File: config.mk
export PLATFORM = sky130hd
export DESIGN_NAME = hbridge_gate_ctl
export DESIGN_NICKNAME = d
export VERILOG_FILES = /design/src/rtl/hbg_pkg.sv /design/src/rtl/hbg_sync.sv /design/src/rtl/hbg_cmd.sv /design/src/rtl/hbg_leg.sv /design/src/rtl/hbridge_gate_ctl.sv
export SDC_FILE = /design/constraint.sdc
export NUM_CORES = 1
export LEC_CHECK = 0
export ABC_AREA = 1
export BUFFER_PORTS_ARGS = -buffer_cell sky130_fd_sc_hd__buf_2
export CORE_ASPECT_RATIO = 0.7
export CORE_UTILIZATION = 63
export CTS_BUF_LIST = sky130_fd_sc_hd__clkbuf_4
export DETAILED_ROUTE_END_ITERATION = 7
export MAX_ROUTING_LAYER = met4
export PLACE_DENSITY = 0.81
export SLEW_MARGIN = 10
export SYNTH_ARGS = -nofsm -noshare
export SYNTH_HDL_FRONTEND = slang
export SYNTH_HIERARCHICAL = 1
export SYNTH_SLANG_ARGS = --single-unit
File: constraint.sdc
create_clock -name clk -period 3.5 [get_ports clk]
set_input_delay 0.525 -clock clk [delete_from_list [all_inputs] [get_ports clk]]
set_output_delay 0.525 -clock clk [all_outputs]
set_load 0.03 [all_outputs]
File: src/rtl/hbg_pkg.sv
package hbg_pkg;

  typedef enum logic [1:0] {
    LEG_OFF = 2'd0,
    LEG_HI  = 2'd1,
    LEG_LO  = 2'd2
  } leg_t;

  typedef struct packed {
    leg_t a;
    leg_t b;
  } bridge_t;

  // bit positions inside the synchronized control vector
  localparam int CTL_SLEEP = 0;
  localparam int CTL_DIR   = 1;
  localparam int CTL_EN    = 2;
  localparam int CTL_M1    = 3;
  localparam int CTL_M2    = 4;
  localparam int CTL_ZERO  = 5;
  localparam int CTL_W     = 6;

  // {high gate, low gate} for one leg state
  function automatic logic [1:0] leg_gates(leg_t s);
    return {s == LEG_HI, s == LEG_LO};
  endfunction

  // command decode: drive, fast decay, slow decay
  function automatic bridge_t decode_cmd(logic ready, logic en, logic dir,
                                         logic m1, logic m2, logic hold_off);
    bridge_t r;
    if (!ready) begin
      r.a = LEG_OFF; r.b = LEG_OFF;
    end else if (en) begin
      r.a = dir ? LEG_HI : LEG_LO;
      r.b = dir ? LEG_LO : LEG_HI;
    end else if (!m1) begin
      if (hold_off) begin
        r.a = LEG_OFF; r.b = LEG_OFF;
      end else begin
        r.a = dir ? LEG_LO : LEG_HI;
        r.b = dir ? LEG_HI : LEG_LO;
      end
    end else begin
      r.a = m2 ? LEG_HI : LEG_LO;
      r.b = r.a;
    end
    return r;
  endfunction

endpackage

File: src/rtl/hbg_sync.sv
module hbg_sync #(
  parameter int WIDTH  = 6,
  parameter int STAGES = 2
) (
  input  logic             clk,
  input  logic             rst_n,
  input  logic [WIDTH-1:0] d_i,
  output logic [WIDTH-1:0] q_o
);
  logic [WIDTH-1:0] pipe [STAGES];

  always_ff @(posedge clk or negedge rst_n) begin
    if (!rst_n) begin
      for (int i = 0; i < STAGES; i++) pipe[i] <= '0;
    end else begin
      pipe[0] <= d_i;
      for (int i = 1; i < STAGES; i++) pipe[i] <= pipe[i-1];
    end
  end

  assign q_o = pipe[STAGES-1];
endmodule

File: src/rtl/hbg_cmd.sv
module hbg_cmd
  import hbg_pkg::*;
#(
  parameter int WAKE_CYC = 100000
) (
  input  logic              clk,
  input  logic              rst_n,
  input  logic [CTL_W-1:0]  ctl_i,
  output bridge_t           tgt_o,
  output logic              ready_o,
  output logic              zero_hold_o
);
  localparam int WW = $clog2(WAKE_CYC + 1);

  logic [WW-1:0] wake_cnt;
  logic          sleep_s, dir_s, en_s, m1_s, m2_s, zero_s;
  logic          in_fast;

  assign sleep_s = ctl_i[CTL_SLEEP];
  assign dir_s   = ctl_i[CTL_DIR];
  assign en_s    = ctl_i[CTL_EN];
  assign m1_s    = ctl_i[CTL_M1];
  assign m2_s    = ctl_i[CTL_M2];
  assign zero_s  = ctl_i[CTL_ZERO];

  always_ff @(posedge clk or negedge rst_n) begin
    if (!rst_n)                 wake_cnt <= WW'(WAKE_CYC);
    else if (!sleep_s)          wake_cnt <= WW'(WAKE_CYC);
    else if (wake_cnt != '0)    wake_cnt <= wake_cnt - 1'b1;
  end

  assign ready_o = sleep_s && (wake_cnt == '0);
  assign in_fast = ready_o && !en_s && !m1_s;

  always_ff @(posedge clk or negedge rst_n) begin
    if (!rst_n)                  zero_hold_o <= 1'b0;
    else if (en_s)               zero_hold_o <= 1'b0;
    else if (in_fast && zero_s)  zero_hold_o <= 1'b1;
  end

  assign tgt_o = decode_cmd(ready_o, en_s, dir_s, m1_s, m2_s,
                            zero_hold_o || zero_s);
endmodule

File: src/rtl/hbg_leg.sv
module hbg_leg
  import hbg_pkg::*;
#(
  parameter int DEAD_CYC = 50
) (
  input  logic clk,
  input  logic rst_n,
  input  leg_t tgt_i,
  input  logic force_off_i,
  output logic gate_hi_o,
  output logic gate_lo_o,
  output logic dead_done_o
);
  localparam int CW = $clog2(DEAD_CYC + 1);
  localparam logic [CW-1:0] LOAD = CW'(DEAD_CYC - 1);

  leg_t          cur;
  logic [CW-1:0] cnt;

  always_ff @(posedge clk or negedge rst_n) begin
    if (!rst_n) begin
      cur <= LEG_OFF;
      cnt <= LOAD;
    end else if (force_off_i) begin
      cur <= LEG_OFF;
      cnt <= LOAD;
    end else if (cur != LEG_OFF) begin
      if (cur != tgt_i) begin
        cur <= LEG_OFF;
        cnt <= LOAD;
      end
    end else if (cnt != '0) begin
      cnt <= cnt - 1'b1;
    end else if (tgt_i != LEG_OFF) begin
      cur <= tgt_i;
    end
  end

  assign dead_done_o = (cur == LEG_OFF) && (cnt == '0);
  assign {gate_hi_o, gate_lo_o} = leg_gates(cur) & {2{!force_off_i}};
endmodule

File: src/rtl/hbridge_gate_ctl.sv
module hbridge_gate_ctl
  import hbg_pkg::*;
#(
  parameter int SYNC_STAGES = 2,
  parameter int DEAD_CYC    = 50,
  parameter int WAKE_CYC    = 100000
) (
  input  logic clk,
  input  logic rst_n,
  input  logic sleep_n_i,
  input  logic dir_i,
  input  logic en_i,
  input  logic mode1_i,
  input  logic mode2_i,
  input  logic zero_i,
  input  logic force_off_i,
  output logic gate_ah_o,
  output logic gate_al_o,
  output logic gate_bh_o,
  output logic gate_bl_o
);
  logic [CTL_W-1:0] ctl_raw, ctl_s;
  bridge_t          tgt;
  logic             ready, zero_hold;
  logic [1:0]       leg_hi, leg_lo, leg_done;
  leg_t             leg_tgt [2];

  assign ctl_raw = {zero_i, mode2_i, mode1_i, en_i, dir_i, sleep_n_i};

  hbg_sync #(.WIDTH(CTL_W), .STAGES(SYNC_STAGES)) u_sync (
    .clk(clk), .rst_n(rst_n), .d_i(ctl_raw), .q_o(ctl_s)
  );

  hbg_cmd #(.WAKE_CYC(WAKE_CYC)) u_cmd (
    .clk(clk), .rst_n(rst_n), .ctl_i(ctl_s), .tgt_o(tgt),
    .ready_o(ready), .zero_hold_o(zero_hold)
  );

  assign leg_tgt[0] = tgt.a;
  assign leg_tgt[1] = tgt.b;

  for (genvar g = 0; g < 2; g++) begin : g_leg
    hbg_leg #(.DEAD_CYC(DEAD_CYC)) u_leg (
      .clk(clk), .rst_n(rst_n), .tgt_i(leg_tgt[g]), .force_off_i(force_off_i),
      .gate_hi_o(leg_hi[g]), .gate_lo_o(leg_lo[g]), .dead_done_o(leg_done[g])
    );
  end

  assign gate_ah_o = leg_hi[0];
  assign gate_al_o = leg_lo[0];
  assign gate_bh_o = leg_hi[1];
  assign gate_bl_o = leg_lo[1];
endmodule

# Yosys cells after proc, flatten, opt, wreduce, memory -nomap -nowiden
# Index checks and enable logic that the tools add are counted.
[totals]
latch_bits = 0
memories = 0
output_inout_bits = 4
input_bits = 9
ram_bits = 0
elab_cells = 78
mem_bits_ro = 0
ff_bits = 46
[op_classes]
shift = 0
n_reduce_logical = 25
bitwise_logic = 2
n_lt_le_gt_ge = 0
addsub = 3
n_mul = 0
n_div = 0
mux = 29
eq_ne = 11
[op_table]
columns = ["operator", "n"]
rows = [
  ["6-bit 2-to-1 mux", 8],
  ["17-bit 2-to-1 mux", 2],
  ["2-bit 2-to-1 mux", 13],
  ["17-bit zero test", 1],
  ["17-bit nonzero test", 1],
  ["17-bit by 1-bit subtractor with 17-bit output (second input constant)", 1],
  ["4-bit 2-to-1 mux", 4],
  ["3-bit nonzero test", 4],
  ["6-bit nonzero test", 2],
  ["6-bit by 1-bit subtractor with 6-bit output (second input constant)", 2],
  ["2-bit nonzero test", 5],
  ["3-bit by 2-bit != test with 1-bit output (second input constant)", 2],
  ["3-bit != test (second input constant)", 2],
  ["3-bit AND reduction", 2],
  ["2-bit bitwise AND", 2],
  ["2-bit by 1-bit equality test with 1-bit output (second input constant)", 2],
  ["2-bit equality test (second input constant)", 2],
  ["1-bit logical AND", 4],
  ["2-bit != test", 2],
  ["2-bit AND reduction", 2],
  ["1-bit zero test", 3],
  ["1-bit 2-to-1 mux", 2],
  ["2-bit by 1-bit != test with 1-bit output (second input constant)", 1],
  ["1-bit logical OR", 1],
]

# Longest topological paths before layout
[logic_depth]
word_depth = 10
mapped_depth = 17
mapped_depth_nobuf = 17

# Hierarchy
# The synthesis kept the hierarchy.
[by_module_without_submodules]
columns = ["mod", "seq_area_each_um2", "cells_each", "n_inst", "area_per_inst_um2"]
rows = [
  ["hbg_cmd", 457.9, 178, 1, 1246.2],
  ["hbg_leg (g_leg[1].u_leg)", 203.9, 88, 1, 651.9],
  ["hbg_leg (g_leg[0].u_leg)", 203.9, 88, 1, 606.8],
  ["hbg_sync", 300.3, 18, 1, 345.3],
]

# Worst setup path before layout
# OpenSTA, ideal clock, no wires.
[synth_path]
path_type = "reg-to-reg"
from = "register u_cmd.wake_cnt[0]"
to = "register g_leg[1].u_leg.cnt[5]"
arrival_ns = 1.873
slack_ns = 1.551
t_required_ns = 3.425
setup_ns = 0.075
path_stages_with_launch = 18
synth_period_minus_slack_ns = 1.949
n_path_buf = 0
path_cell_list = "dfrtp_1 > inv_1 > ha_1 > nand3_1 > nor2_4 > nand2_4 > nor2_4 > nand2_2 > nor2_1 > inv_1 > nand2_1 > nand2_2 > nor2_4 > nand2_4 > nand2_8 > inv_2 > nand2_1 > nand2_1"
[synth_lines]
columns = ["item", "line_no", "source"]
rows = [
  ["from (decl)", "hbg_cmd.sv:15", "logic [WW-1:0] wake_cnt;"],
  ["from (signal assigned)", "hbg_cmd.sv:27", "if (!rst_n) wake_cnt <= WW'(WAKE_CYC);"],
  ["from (signal assigned)", "hbg_cmd.sv:28", "else if (!sleep_s) wake_cnt <= WW'(WAKE_CYC);"],
  ["from (signal assigned)", "hbg_cmd.sv:29", "else if (wake_cnt != '0) wake_cnt <= wake_cnt - 1'b1;"],
  ["to (signal assigned)", "hbg_leg.sv:33", "cnt <= cnt - 1'b1;"],
  ["to (decl)", "hbg_leg.sv:18", "logic [CW-1:0] cnt;"],
]

==> results.md <==
- After clock tree synthesis, the clock-pin slew on the worst setup and hold paths is 0.13 ns.
- The number of gates resized after CTS was 0.
- The path type of the worst min-delay path is primary input to flip-flop.
- 0 antenna diodes ended up in the layout.
- The number of hold buffers added after CTS was 0.
- The worst register-to-register path begins at u_cmd/wake_cnt[0].
- At the pin with the least slew margin, the transition time is 0.979 ns.
- The startpoint of the most critical hold path is dir_i.
- After detailed routing, the average wire length per cell comes to 12.3 um.
- The number of instances on the worst hold path is 1.
- The number of failing hold endpoints at the final stage is 0.
- The tree is rooted in a sky130_fd_sc_hd__clkbuf_4.
- After layout, the minimum clock period comes to 2.18 ns.
- The count of final max-slew check failures is 0.
- The total area inside the core boundary comes to 4330 um2.
- The category of the worst setup path capture point is a flip-flop.
- For this design the top-level I/O count stands at 13.
- The startpoint class of the critical path is a flip-flop.
- The number of buffers inserted during clock tree synthesis is 5.
- The setup-violating endpoint count in the final report is 0.
- The synthesized net count is 385.
- Across the VDD grid, the largest voltage drop is between 0.3 and 0.4 mV.
- In this run the static leakage power is 1.50 nW.
- The initial antenna violation count is 0.
- Dividing the synthesized area by the synthesized cell count gives between 7 and 8 um2.
- The longest clock path from root to sink contains 2 buffers.
- In this run the tool buffered the top-level ports with 12 buffer cells.
- The number of vias in the routed layout is 2377.
- The mapped netlist covers 2840 um2.
- The timing startpoint of the critical path is u_cmd/wake_cnt[0].
- The first TritonRoute pass finished after 4 iterations.
- In this run the worst path has a maximum fanout of 10.
- For this run, the total global-route usage over all layers was measured as 27.3%.
- The number of filler cells placed in the layout is 375.
- Setup total negative slack on the finished layout was measured at 0 ns.
- The via count of the first global-routing pass came to between 2000 and 2500.
- Post-CTS timing repair inserted 0 buffers for setup.
- The flow ran to the end, and the final reports show no timing, DRC or antenna violations.
- The remaining routing DRC violations is 0.
- Relative to the synthesized area, the layout overhead comes to 4.49%.
- The chip height is around 58 um.
- Wires add up to 5350 um.
- The number of maximum-capacitance constraint violations is 0.
- The initialized floorplan defines 20 standard-cell rows.
- The yosys synthesis warning count is 6.
- The share of layout cells above drive strength 1 is roughly 22%.
- The layout net count is 395.
- The maximum frequency from static timing analysis is ~0.46 GHz.
- After global routing the overflow that remains totals 0.
- The latest clock arrival within the worst-skew pair is 0.36 ns.
- The sink count of the clock tree is 46.
- Setup repair after global routing left no endpoint under its margin.
- The detailed placer's ending HPWL is roughly 4000 um.
- The total power consumption of the routed design is about 1.4 mW.
- The routability congestion estimate is 0.847.
- Entering global routing, the biggest net connects 47 pins.
- The post-synthesis cell count is between 300 and 400.
- The TritonCTS clock tree is built.
- The cell area power density is 456 nW/um2.
- The endpoint required time on the critical path is 3.78 ns.
- The category of the most critical setup path is flip-flop to flip-flop.
- The count of nets left with antenna violations once routing finished came out at 0.
- The initial utilization of the core area, before any placement, comes to between 60% and 70%.
- The setup check on the worst reg-to-reg path leaves a slack of 1.32 ns.
- The worst hold endpoint is u_sync/pipe[7].
- The detailed router finished its first iteration with roughly 130 violations.
- The wire length of the first global-routing pass is ~9600 um.
- After layout, the worst path uses between 60% and 70% of the clock period.
- The H-tree was split into 2 levels.
- The number of cells on the worst reg-to-reg path is 16.
- The floorplan step set the die width to around 82 um.
- The critical path data arrival time is 2.46 ns.
- The average via count per standard cell is 5.45.
- The reg-to-reg endpoint is g_leg[0].u_leg/cnt[3].
- The worst clock skew is 0.00410 ns.
- The worst pin sits at a relative slew slack of 34.7%.
- The die covers 4790 um2.
==> per-stage QoR <==
stage | cell area [um2] | util, % | instances | hold WS (ns) | setup WS (ns)
6_report | 2970 | 68.6 | 436 | 0.264 | 1.32
5_1_grt | 2970 | 68.6 | 436 | 0.234 | 1.05
4_1_cts | 2970 | 68.6 | 436 | 0.245 | 1.31
3_5_place_dp | 2910 | 67.3 | 428 | 0.336 | 1.34
3_3_place_gp | 2910 | 67.3 | 428 | 0.333 | 1.46
2_1_floorplan | 2840 | - | 370 | 0.229 | 1.55
==> metal layers <==
| layer | global-route usage, % | part of all wire (%) | vias up |
|---|---|---|---|
| met5 | - | 0 | - |
| met4 | 6.52 | 0.97 | 0 |
| met3 | 5.35 | 4.7 | 8 |
| met2 | 42.0 | 45 | 55 |
| met1 | 37.3 | 49 | 1126 |
| li1 | - | - | 1188 |
==> state kept, by name (all words and copies together), names as in the netlist <==
register / count
g_leg.u_leg/cnt: 12
u_cmd/zero_hold_o: 1
u_sync/pipe: 6
g_leg.u_leg/cur: 4
u_cmd/wake_cnt: 17
u_sync/q_o: 6
==> area by class of cell <==
cell class | instances | area [um2] | share of cell area [%]
clock inverter | 2 | 13.8 | 0.463
sequential | 46 | 1170 | 39.3
inverter | 49 | 186 | 6.28
clock buffer | 6 | 45.0 | 1.52
multi-input combinational | 265 | 1420 | 47.9
tap | 55 | 68.8 | 2.32
timing repair buffer | 13 | 67.6 | 2.27
==> cells in the final DEF (no fill, tap or decap), drive strengths merged, types with 2 or more instances in the layout <==
master  count
nor3       10
nand4      16
a21oi       7
clkbuf      6
inv        49
nand2     109
nor2       58
buf        13
dfstp      12
nand3      36
clkinv      2
dfrtp      34
o21ai      17
ha          6
or2         4
==> report_power, final <==
part	internal [mW]	leakage (nW)	total, mW	switching [mW]
clock	0.0870	0.0356	0.259	0.172
sequential	0.629	0.562	0.708	0.0787
combinational	0.146	0.906	0.388	0.242
total	0.862	1.50	1.35	0.493
==> critical path, stage by stage, from the launching register on <==
cell                      delay (ns)
sky130_fd_sc_hd__dfrtp_1        0.40
sky130_fd_sc_hd__inv_1          0.13
sky130_fd_sc_hd__ha_1           0.18
sky130_fd_sc_hd__nand3_1        0.12
sky130_fd_sc_hd__nor2_4         0.13
sky130_fd_sc_hd__nand2_4        0.11
sky130_fd_sc_hd__nor2_4         0.12
sky130_fd_sc_hd__nand2_2        0.06
sky130_fd_sc_hd__nor2_1         0.16
sky130_fd_sc_hd__inv_1          0.08
sky130_fd_sc_hd__nand2_1        0.07
sky130_fd_sc_hd__nand2_1        0.06
sky130_fd_sc_hd__nor2_2         0.12
sky130_fd_sc_hd__nand2_2        0.10
sky130_fd_sc_hd__nand2_4        0.13
sky130_fd_sc_hd__nand2_1        0.06
sky130_fd_sc_hd__o21ai_0        0.08
==> how the worst max path moves through the flow <==
stage                                  to  slack [ns]  cells past startpoint
CTS                 g_leg[0].u_leg/cnt[4]        1.31                     16
finish              g_leg[0].u_leg/cnt[3]        1.32                     16
global placement    g_leg[1].u_leg/cnt[5]        1.46                     17
detailed placement  g_leg[0].u_leg/cnt[4]        1.34                     16
floorplan           g_leg[1].u_leg/cnt[5]        1.55                     17
global route        g_leg[0].u_leg/cnt[4]        1.05                     16
No activity file was read; power rests on OpenSTA's default activity.
